[src/rtl/irq_regwin_pkg.sv]
package irq_regwin_pkg;

    // bus offsets (low address byte)
    localparam logic [7:0] OFS_SELECT = 8'h00;
    localparam logic [7:0] OFS_WINDOW = 8'h10;

    // select codes
    localparam logic [31:0] SEL_IDENT      = 32'd0;
    localparam logic [31:0] SEL_VERSION    = 32'd1;
    localparam logic [31:0] SEL_ARBIT      = 32'd2;
    localparam logic [31:0] SEL_TABLE_BASE = 32'h10;

    // entry bit positions
    localparam int B_RPEND   = 14;
    localparam int B_TRIG    = 15;
    localparam int B_MASK    = 16;

    typedef logic [63:0] rte_t;

    localparam rte_t RTE_RESET = 64'h0000_0000_0001_0000;

    typedef struct packed {
        logic [7:0] dest;
        logic       mask;
        logic       trig;
        logic       rpend;
        logic       pol;
        logic       dstmode;
        logic [2:0] dlv;
        logic [7:0] vector;
    } rte_fields_t;

    typedef enum logic [1:0] {
        TGT_NONE,
        TGT_SELECT,
        TGT_WINDOW
    } tgt_e;

    function automatic rte_fields_t rte_unpack(rte_t e);
        rte_fields_t f;
        f.vector  = e[7:0];
        f.dlv     = e[10:8];
        f.dstmode = e[11];
        f.pol     = e[13];
        f.rpend   = e[B_RPEND];
        f.trig    = e[B_TRIG];
        f.mask    = e[B_MASK];
        f.dest    = e[63:56];
        return f;
    endfunction

    function automatic logic size_ok(logic [3:0] s);
        return (s == 4'd4) || (s == 4'd8);
    endfunction

    function automatic tgt_e decode_tgt(logic [7:0] a);
        if (a == OFS_SELECT) return TGT_SELECT;
        if (a == OFS_WINDOW) return TGT_WINDOW;
        return TGT_NONE;
    endfunction

    function automatic logic [31:0] rte_half(rte_t e, logic hi);
        return hi ? e[63:32] : e[31:0];
    endfunction

    // apply one 32-bit window write to an entry
    function automatic rte_t rte_merge(rte_t old, logic hi, logic [31:0] d);
        rte_t r;
        if (hi) begin
            r = {d, old[31:0]};
        end else begin
            r = {old[63:32], d};
            r[B_RPEND] = 1'b0;
        end
        return r;
    endfunction

endpackage

[src/rtl/irq_regwin_decode.sv]
module irq_regwin_decode
    import irq_regwin_pkg::*;
#(
    parameter int         PINS     = 24,
    parameter logic [7:0] VER_CODE = 8'h11,
    parameter int         IDX_W    = 5
) (
    input  logic             clk,
    input  logic             rst,
    input  logic             acc_valid,
    input  logic             acc_write,
    input  logic [7:0]       acc_addr,
    input  logic [3:0]       acc_size,
    input  logic [31:0]      acc_wdata,
    input  rte_t             sel_entry,
    output logic [31:0]      sel_q,
    output logic [IDX_W-1:0] sel_idx,
    output logic             tbl_wr,
    output logic             tbl_hi,
    output logic [31:0]      tbl_wdata,
    output logic [31:0]      rd_data
);

    localparam logic [7:0] PIN_MAX = 8'(PINS - 1);

    logic [3:0]  id_q;
    tgt_e        tgt;
    logic        wr_ok;
    logic        in_tbl;
    logic [31:0] idx_full;
    logic [31:0] win_rd;
    logic [31:0] rd_next;

    always_comb begin
        tgt       = decode_tgt(acc_addr);
        wr_ok     = acc_valid && acc_write && size_ok(acc_size);
        idx_full  = (sel_q - SEL_TABLE_BASE) >> 1;
        in_tbl    = (sel_q >= SEL_TABLE_BASE) && (idx_full < 32'(PINS));
        sel_idx   = idx_full[IDX_W-1:0];
        tbl_hi    = sel_q[0];
        tbl_wdata = acc_wdata;
        tbl_wr    = wr_ok && (tgt == TGT_WINDOW) && in_tbl;
    end

    always_comb begin
        if (sel_q == SEL_IDENT || sel_q == SEL_ARBIT)
            win_rd = {4'b0, id_q, 24'b0};
        else if (sel_q == SEL_VERSION)
            win_rd = {8'h00, PIN_MAX, 8'h00, VER_CODE};
        else if (in_tbl)
            win_rd = rte_half(sel_entry, sel_q[0]);
        else
            win_rd = 32'h0;

        case (tgt)
            TGT_SELECT: rd_next = sel_q;
            TGT_WINDOW: rd_next = win_rd;
            default:    rd_next = 32'h0;
        endcase
    end

    always_ff @(posedge clk) begin
        if (rst) begin
            sel_q   <= 32'h0;
            id_q    <= 4'h0;
            rd_data <= 32'h0;
        end else begin
            if (wr_ok && tgt == TGT_SELECT)
                sel_q <= acc_wdata;
            if (wr_ok && tgt == TGT_WINDOW && sel_q == SEL_IDENT)
                id_q <= acc_wdata[27:24];
            if (acc_valid && !acc_write)
                rd_data <= rd_next;
        end
    end

endmodule

[src/rtl/irq_regwin_table.sv]
module irq_regwin_table
    import irq_regwin_pkg::*;
#(
    parameter int PINS  = 24,
    parameter int IDX_W = 5
) (
    input  logic                 clk,
    input  logic                 rst,
    input  logic                 wr_en,
    input  logic                 wr_hi,
    input  logic [IDX_W-1:0]     wr_idx,
    input  logic [31:0]          wr_data,
    input  logic [PINS-1:0]      rp_set,
    output rte_t                 sel_entry,
    output logic [PINS-1:0][63:0] ent_q
);

    for (genvar g = 0; g < PINS; g++) begin : g_ent
        rte_t r_q;
        rte_t r_nx;

        always_comb begin
            r_nx = r_q;
            if (rp_set[g])
                r_nx[B_RPEND] = 1'b1;
            if (wr_en && wr_idx == IDX_W'(g))
                r_nx = rte_merge(r_nx, wr_hi, wr_data);
        end

        always_ff @(posedge clk) begin
            if (rst) r_q <= RTE_RESET;
            else     r_q <= r_nx;
        end

        assign ent_q[g] = r_q;
    end

    always_comb begin
        if (32'(wr_idx) < 32'(PINS)) sel_entry = ent_q[wr_idx];
        else                         sel_entry = '0;
    end

endmodule

[src/rtl/irq_regwin_events.sv]
module irq_regwin_events
    import irq_regwin_pkg::*;
#(
    parameter int PINS  = 24,
    parameter int IDX_W = 5
) (
    input  logic             clk,
    input  logic             rst,
    input  logic             wr_en,
    input  logic             wr_hi,
    input  logic [IDX_W-1:0] wr_idx,
    input  logic [31:0]      wr_data,
    input  rte_t             cur_entry,
    input  logic [PINS-1:0]  irq_req,
    output logic             mchg_valid,
    output logic [IDX_W-1:0] mchg_pin,
    output logic             mchg_mask,
    output logic             reeval_valid,
    output logic [IDX_W-1:0] reeval_pin
);

    logic [PINS-1:0] req_q;
    rte_t            new_entry;
    logic            mask_flip;
    logic            req_hit;

    always_comb begin
        new_entry = rte_merge(cur_entry, wr_hi, wr_data);
        mask_flip = new_entry[B_MASK] != cur_entry[B_MASK];
        req_hit   = (32'(wr_idx) < 32'(PINS)) ? req_q[wr_idx] : 1'b0;
    end

    always_ff @(posedge clk) begin
        if (rst) begin
            req_q        <= '0;
            mchg_valid   <= 1'b0;
            mchg_pin     <= '0;
            mchg_mask    <= 1'b0;
            reeval_valid <= 1'b0;
            reeval_pin   <= '0;
        end else begin
            req_q        <= irq_req;
            mchg_valid   <= wr_en && mask_flip;
            reeval_valid <= wr_en && new_entry[B_TRIG] && req_hit;
            if (wr_en) begin
                mchg_pin   <= wr_idx;
                mchg_mask  <= new_entry[B_MASK];
                reeval_pin <= wr_idx;
            end
        end
    end

endmodule

[src/rtl/irq_regwin.sv]
module irq_regwin
    import irq_regwin_pkg::*;
#(
    parameter int         PINS     = 24,
    parameter logic [7:0] VER_CODE = 8'h11,
    parameter int         IDX_W    = $clog2(PINS)
) (
    input  logic              clk,
    input  logic              rst,
    input  logic              acc_valid,
    input  logic              acc_write,
    input  logic [7:0]        acc_addr,
    input  logic [3:0]        acc_size,
    input  logic [31:0]       acc_wdata,
    output logic [31:0]       rd_data,
    input  logic [PINS-1:0]   irq_req,
    input  logic [PINS-1:0]   rp_set,
    output logic [8*PINS-1:0] ent_vector,
    output logic [3*PINS-1:0] ent_dlv,
    output logic [PINS-1:0]   ent_dstmode,
    output logic [PINS-1:0]   ent_pol,
    output logic [PINS-1:0]   ent_rpend,
    output logic [PINS-1:0]   ent_trig,
    output logic [PINS-1:0]   ent_mask,
    output logic [8*PINS-1:0] ent_dest,
    output logic              mchg_valid,
    output logic [IDX_W-1:0]  mchg_pin,
    output logic              mchg_mask,
    output logic              reeval_valid,
    output logic [IDX_W-1:0]  reeval_pin
);

    logic [31:0]          sel_q;
    logic [IDX_W-1:0]     sel_idx;
    logic                 tbl_wr;
    logic                 tbl_hi;
    logic [31:0]          tbl_wdata;
    rte_t                 sel_entry;
    logic [PINS-1:0][63:0] ent_q;

    irq_regwin_decode #(.PINS(PINS), .VER_CODE(VER_CODE), .IDX_W(IDX_W)) u_decode (
        .clk       (clk),
        .rst       (rst),
        .acc_valid (acc_valid),
        .acc_write (acc_write),
        .acc_addr  (acc_addr),
        .acc_size  (acc_size),
        .acc_wdata (acc_wdata),
        .sel_entry (sel_entry),
        .sel_q     (sel_q),
        .sel_idx   (sel_idx),
        .tbl_wr    (tbl_wr),
        .tbl_hi    (tbl_hi),
        .tbl_wdata (tbl_wdata),
        .rd_data   (rd_data)
    );

    irq_regwin_table #(.PINS(PINS), .IDX_W(IDX_W)) u_table (
        .clk       (clk),
        .rst       (rst),
        .wr_en     (tbl_wr),
        .wr_hi     (tbl_hi),
        .wr_idx    (sel_idx),
        .wr_data   (tbl_wdata),
        .rp_set    (rp_set),
        .sel_entry (sel_entry),
        .ent_q     (ent_q)
    );

    irq_regwin_events #(.PINS(PINS), .IDX_W(IDX_W)) u_events (
        .clk          (clk),
        .rst          (rst),
        .wr_en        (tbl_wr),
        .wr_hi        (tbl_hi),
        .wr_idx       (sel_idx),
        .wr_data      (tbl_wdata),
        .cur_entry    (sel_entry),
        .irq_req      (irq_req),
        .mchg_valid   (mchg_valid),
        .mchg_pin     (mchg_pin),
        .mchg_mask    (mchg_mask),
        .reeval_valid (reeval_valid),
        .reeval_pin   (reeval_pin)
    );

    for (genvar g = 0; g < PINS; g++) begin : g_exp
        rte_fields_t f;
        assign f                  = rte_unpack(ent_q[g]);
        assign ent_vector[g*8 +: 8] = f.vector;
        assign ent_dlv[g*3 +: 3]    = f.dlv;
        assign ent_dstmode[g]       = f.dstmode;
        assign ent_pol[g]           = f.pol;
        assign ent_rpend[g]         = f.rpend;
        assign ent_trig[g]          = f.trig;
        assign ent_mask[g]          = f.mask;
        assign ent_dest[g*8 +: 8]   = f.dest;
    end

endmodule

[config.mk]
export PLATFORM = sky130hd
export DESIGN_NAME = irq_regwin
export DESIGN_NICKNAME = d
export VERILOG_FILES = /design/src/rtl/irq_regwin_pkg.sv /design/src/rtl/irq_regwin_decode.sv /design/src/rtl/irq_regwin_table.sv /design/src/rtl/irq_regwin_events.sv /design/src/rtl/irq_regwin.sv
export SDC_FILE = /design/constraint.sdc
export NUM_CORES = 2
export LEC_CHECK = 0
export CORE_AREA = 2 2 497 302
export CTS_CLUSTER_DIAMETER = 150
export CTS_CLUSTER_SIZE = 14
export DETAILED_ROUTE_END_ITERATION = 10
export DIE_AREA = 0 0 499 304
export PLACE_DENSITY = 0.82
export SLEW_MARGIN = 10
export SYNTH_ARGS = -nofsm -noshare
export SYNTH_HDL_FRONTEND = slang
export SYNTH_SLANG_ARGS = --single-unit
[constraint.sdc]
create_clock -name clk -period 4.2 [get_ports clk]
set_clock_uncertainty 0.2 [all_clocks]
set_input_delay 0.63 -clock clk [delete_from_list [all_inputs] [get_ports clk]]
set_output_delay 0.63 -clock clk [all_outputs]
set_load 0.005 [all_outputs]
==> results.py <==
metrics = {
    "timing": {
        "max_freq_ghz": 0.241,
        "setup_viol": 0,
        "fin_crit_ps": 4140,
        "rsz0062_at_grt": "no",
        "fin_tns_setup_ps": 0,
        "fin_crit_sh_pct": 98.6,
        "relSlewSlack_pct": 17.1,
        "finalHoldViolCount": 0,
        "hold_slack_ps": 111,
        "finalMaxSlewViolations": 0,
        "tightest_slew_ps": 1240,
    },
    "clock_tree": {
        "htreeDepth": 4,
        "cts_inserted_buffers": 134,
        "holdBufCountCts": 0,
        "cts-resized-gates": 0,
        "cts_setup_buffers": 0,
        "cts_tree": "built",
        "cts_buffer_depth": 3,
        "insertion_delay_ps": 840,
        "cts_sinks": 1636,
        "root_buffer": "clkbuf_16",
        "clkTransAtPathRegs_ps": 70,
    },
    "global_route": {
        "grt-ovfl-total": 0,
        "grt_usage_pct": 36.5,
        "grt_max_degree": 177,
        "grt_pass1_vias": 62630,
        "antenna_found_initial": 24,
        "grt_pass1_wl_mm": 418,
    },
    "yosys": {
        "synth-seq-area-share_pct": 43.0,
        "syn_area_per_cell_um2": 8.98,
        "synth_edf_count": 0,
        "synthFlopType": "dfxtp_1",
        "synth-seq-cells": 1636,
        "syn_nets": 8575,
        "synth_area_leader_cell": "dfxtp_1",
        "synth_cell_types": 67,
        "syn_inst": 8477,
        "synth_top_area_share_pct": 43.0,
        "async_reset_ff_share_pct": 0,
        "yosys_warnings": 0,
        "synth_top_cells_by_area": "dfxtp_1 (43%), mux4_2 (11%), nand2_1 (7.7%), a21oi_1 (6.7%), buf_4 (5.8%)",
        "synthesis.area_mm2": 0.0761,
    },
    "critical_path": {
        "path_buf_inv": 1,
        "regToRegSetupSlack_ps": 60,
        "crit_slowest_cell": "or4_2",
        "start_kind": "flop",
        "cp-end-kind": "flop",
        "crit_required_ps": 4670,
        "critPathMaxStageDelay_ps": 680,
        "critPathArrivalTime_ps": 4610,
        "reg2reg_depth": 8,
        "crit_type": "reg -> reg",
        "cp_top_family": "simple AND/OR/NAND/NOR gates",
        "cp.depth": 8,
        "path_cells": "or4_1 > or4b_4 > o41a_1 > or4_4 > or4_2 > buf_12 > nand3b_1 > o21ai_1",
        "path_max_fanout": 64,
    },
    "layout": {
        "final_common_cell": "dfxtp_1",
        "nets": 8276,
        "final_cell_mix": "dfxtp_1 (1,631), nand2_1 (1,562), a21oi_1 (1,013)",
        "syn2layout_area_growth_pct": 10.8,
        "drive_above_1_share_pct": 11.5,
    },
    "power": {
        "peakVddDrop_mv": 0.465,
        "clkPwrFrac_pct": 41.3,
        "internal_power_mw": 21.6,
        "p_switching_mw": 6.70,
        "seqPwrFrac_pct": 55.0,
        "p_leak_nw": 26.5,
        "swShare_pct": 23.6,
        "powerDensity_mw_per_mm2": 336,
        "power_frac_comb_pct": 3.7,
    },
    "placement": {
        "io_buffers": 716,
        "gp_congestion": 0.991,
        "place_hpwl_mm": 193,
    },
    "die": {
        "core_area_mm2": 0.148,
        "start_util_pct": 51.4,
        "die_w_um": 499,
        "io-pin-count": 717,
        "rows": 110,
        "die_h_um": 304,
        "die_area_mm2": 0.152,
    },
    "min_path": {
        "min_path_cells": 3,
        "hold_class": "in -> reg",
    },
    "status": {
        "status": "finished clean",
    },
    "detailed_routing": {
        "drc_errors": 0,
        "final_antenna_net_count": 0,
        "firstDrtPassIters": 9,
        "initialDrtViolationCount": 12147,
        "wire_per_inst_um": 28.5,
        "drt_wl_total_mm": 289,
        "via_per_inst": 6.64,
        "vias": 67443,
    },
    "job": {
        "maxCapViolCount": 0,
    },
}
==> power by group through the flow <==
stage / registers [mW] / logic, mW / clock network, mW
floorplan: 15.9 / 0.560 / 0
detailed placement: 15.9 / 1.00 / 0
CTS: 15.6 / 1.00 / 11.7
global placement: 15.9 / 0.991 / 0
finish: 15.6 / 1.06 / 11.7
global route: 15.6 / 1.07 / 12.3
==> cells in the mapped netlist, types with 32 or more instances <==
cell type,count
buf_2,141
mux2_2,35
mux4_2,366
a21oi_1,1013
nand3b_1,457
nor3_1,64
a22o_1,34
mux2i_1,256
buf_4,584
nand4_1,37
nand2b_1,50
o21ai_1,32
o21ai_0,819
a221oi_1,49
buf_1,40
nand2_1,1562
clkbuf_1,658
nor2_1,241
dfxtp_1,1636
a211oi_1,49
nand3_1,60
buf_6,41
==> worst reg2reg max path: stages (launching register included) <==
cell	delay [ps]
dfxtp_1	360
or4_1	610
or4b_4	560
o41a_1	390
or4_4	590
or4_2	680
buf_12	210
nand3b_1	320
o21ai_1	70
==> final timing paths <==
path / start / end
max reg2reg: u_decode.sel_q[16] / u_table.g_ent[8].r_q[38]
min reg2reg: u_table.g_ent[17].r_q[22] / u_table.g_ent[17].r_q[22]
max: u_decode.sel_q[16] / u_table.g_ent[8].r_q[38]
min: acc_wdata[27] / u_table.g_ent[18].r_q[59]
==> sequential cells by signal, indices dropped and copies added (netlist names) <==
| name | count |
|---|---|
| u_events.reeval_valid | 1 |
| u_events.mchg_valid | 1 |
| u_decode.rd_data | 32 |
| u_events.req_q | 24 |
| u_decode.sel_q | 32 |
| u_events.mchg_pin | 5 |
| u_decode.id_q | 4 |
| u_table.g_ent.r_q | 1536 |
| u_events.mchg_mask | 1 |
==> stage by stage <==
step                cells  area, um2  power (mW)  utilization (%)  setup slack, ps
detailed placement  10002      80700        16.9             54.5             9.23
global placement    10002      80700        16.9             54.5             60.3
CTS                 10154      84300        28.3             57.0              186
finish              10161      84300        28.3             57.0             58.3
global route        10157      84300        28.9             57.0             45.5
floorplan            8477      76100        16.5                -              123
==> logic make-up after synthesis <==
| group | synth area share [%] |
|---|---|
| xor gates and xnor gates | 0.0461 |
| AOI/OAI and AO/OA | 14.9 |
| buffers and inverters | 10.8 |
| and+or+nand+nor | 16.5 |
| DFF | 43.0 |
| adders and majority gates | 0.0329 |
| muxes | 14.7 |
==> layer usage <==
metal	share of wire (%)	track usage [%]	wire length [um]
met1	36	48.3	104000
met2	41	51.2	119000
met3	15	12.2	44800
met4	7.3	22.8	21200
met5	0.069	0	199
==> layout make-up <==
type	instances	area (um2)
Multi-Input combinational cell	5370	35200
Fill cell	12079	63600
Inverter	7	27.5
Sequential cell	1636	32800
Clock buffer	138	3400
Tap cell	1960	2450
Antenna cell	7	17.5
Timing Repair Buffer	1029	10200
Clock inverter	14	219
(Power assumes the default switching activity.)
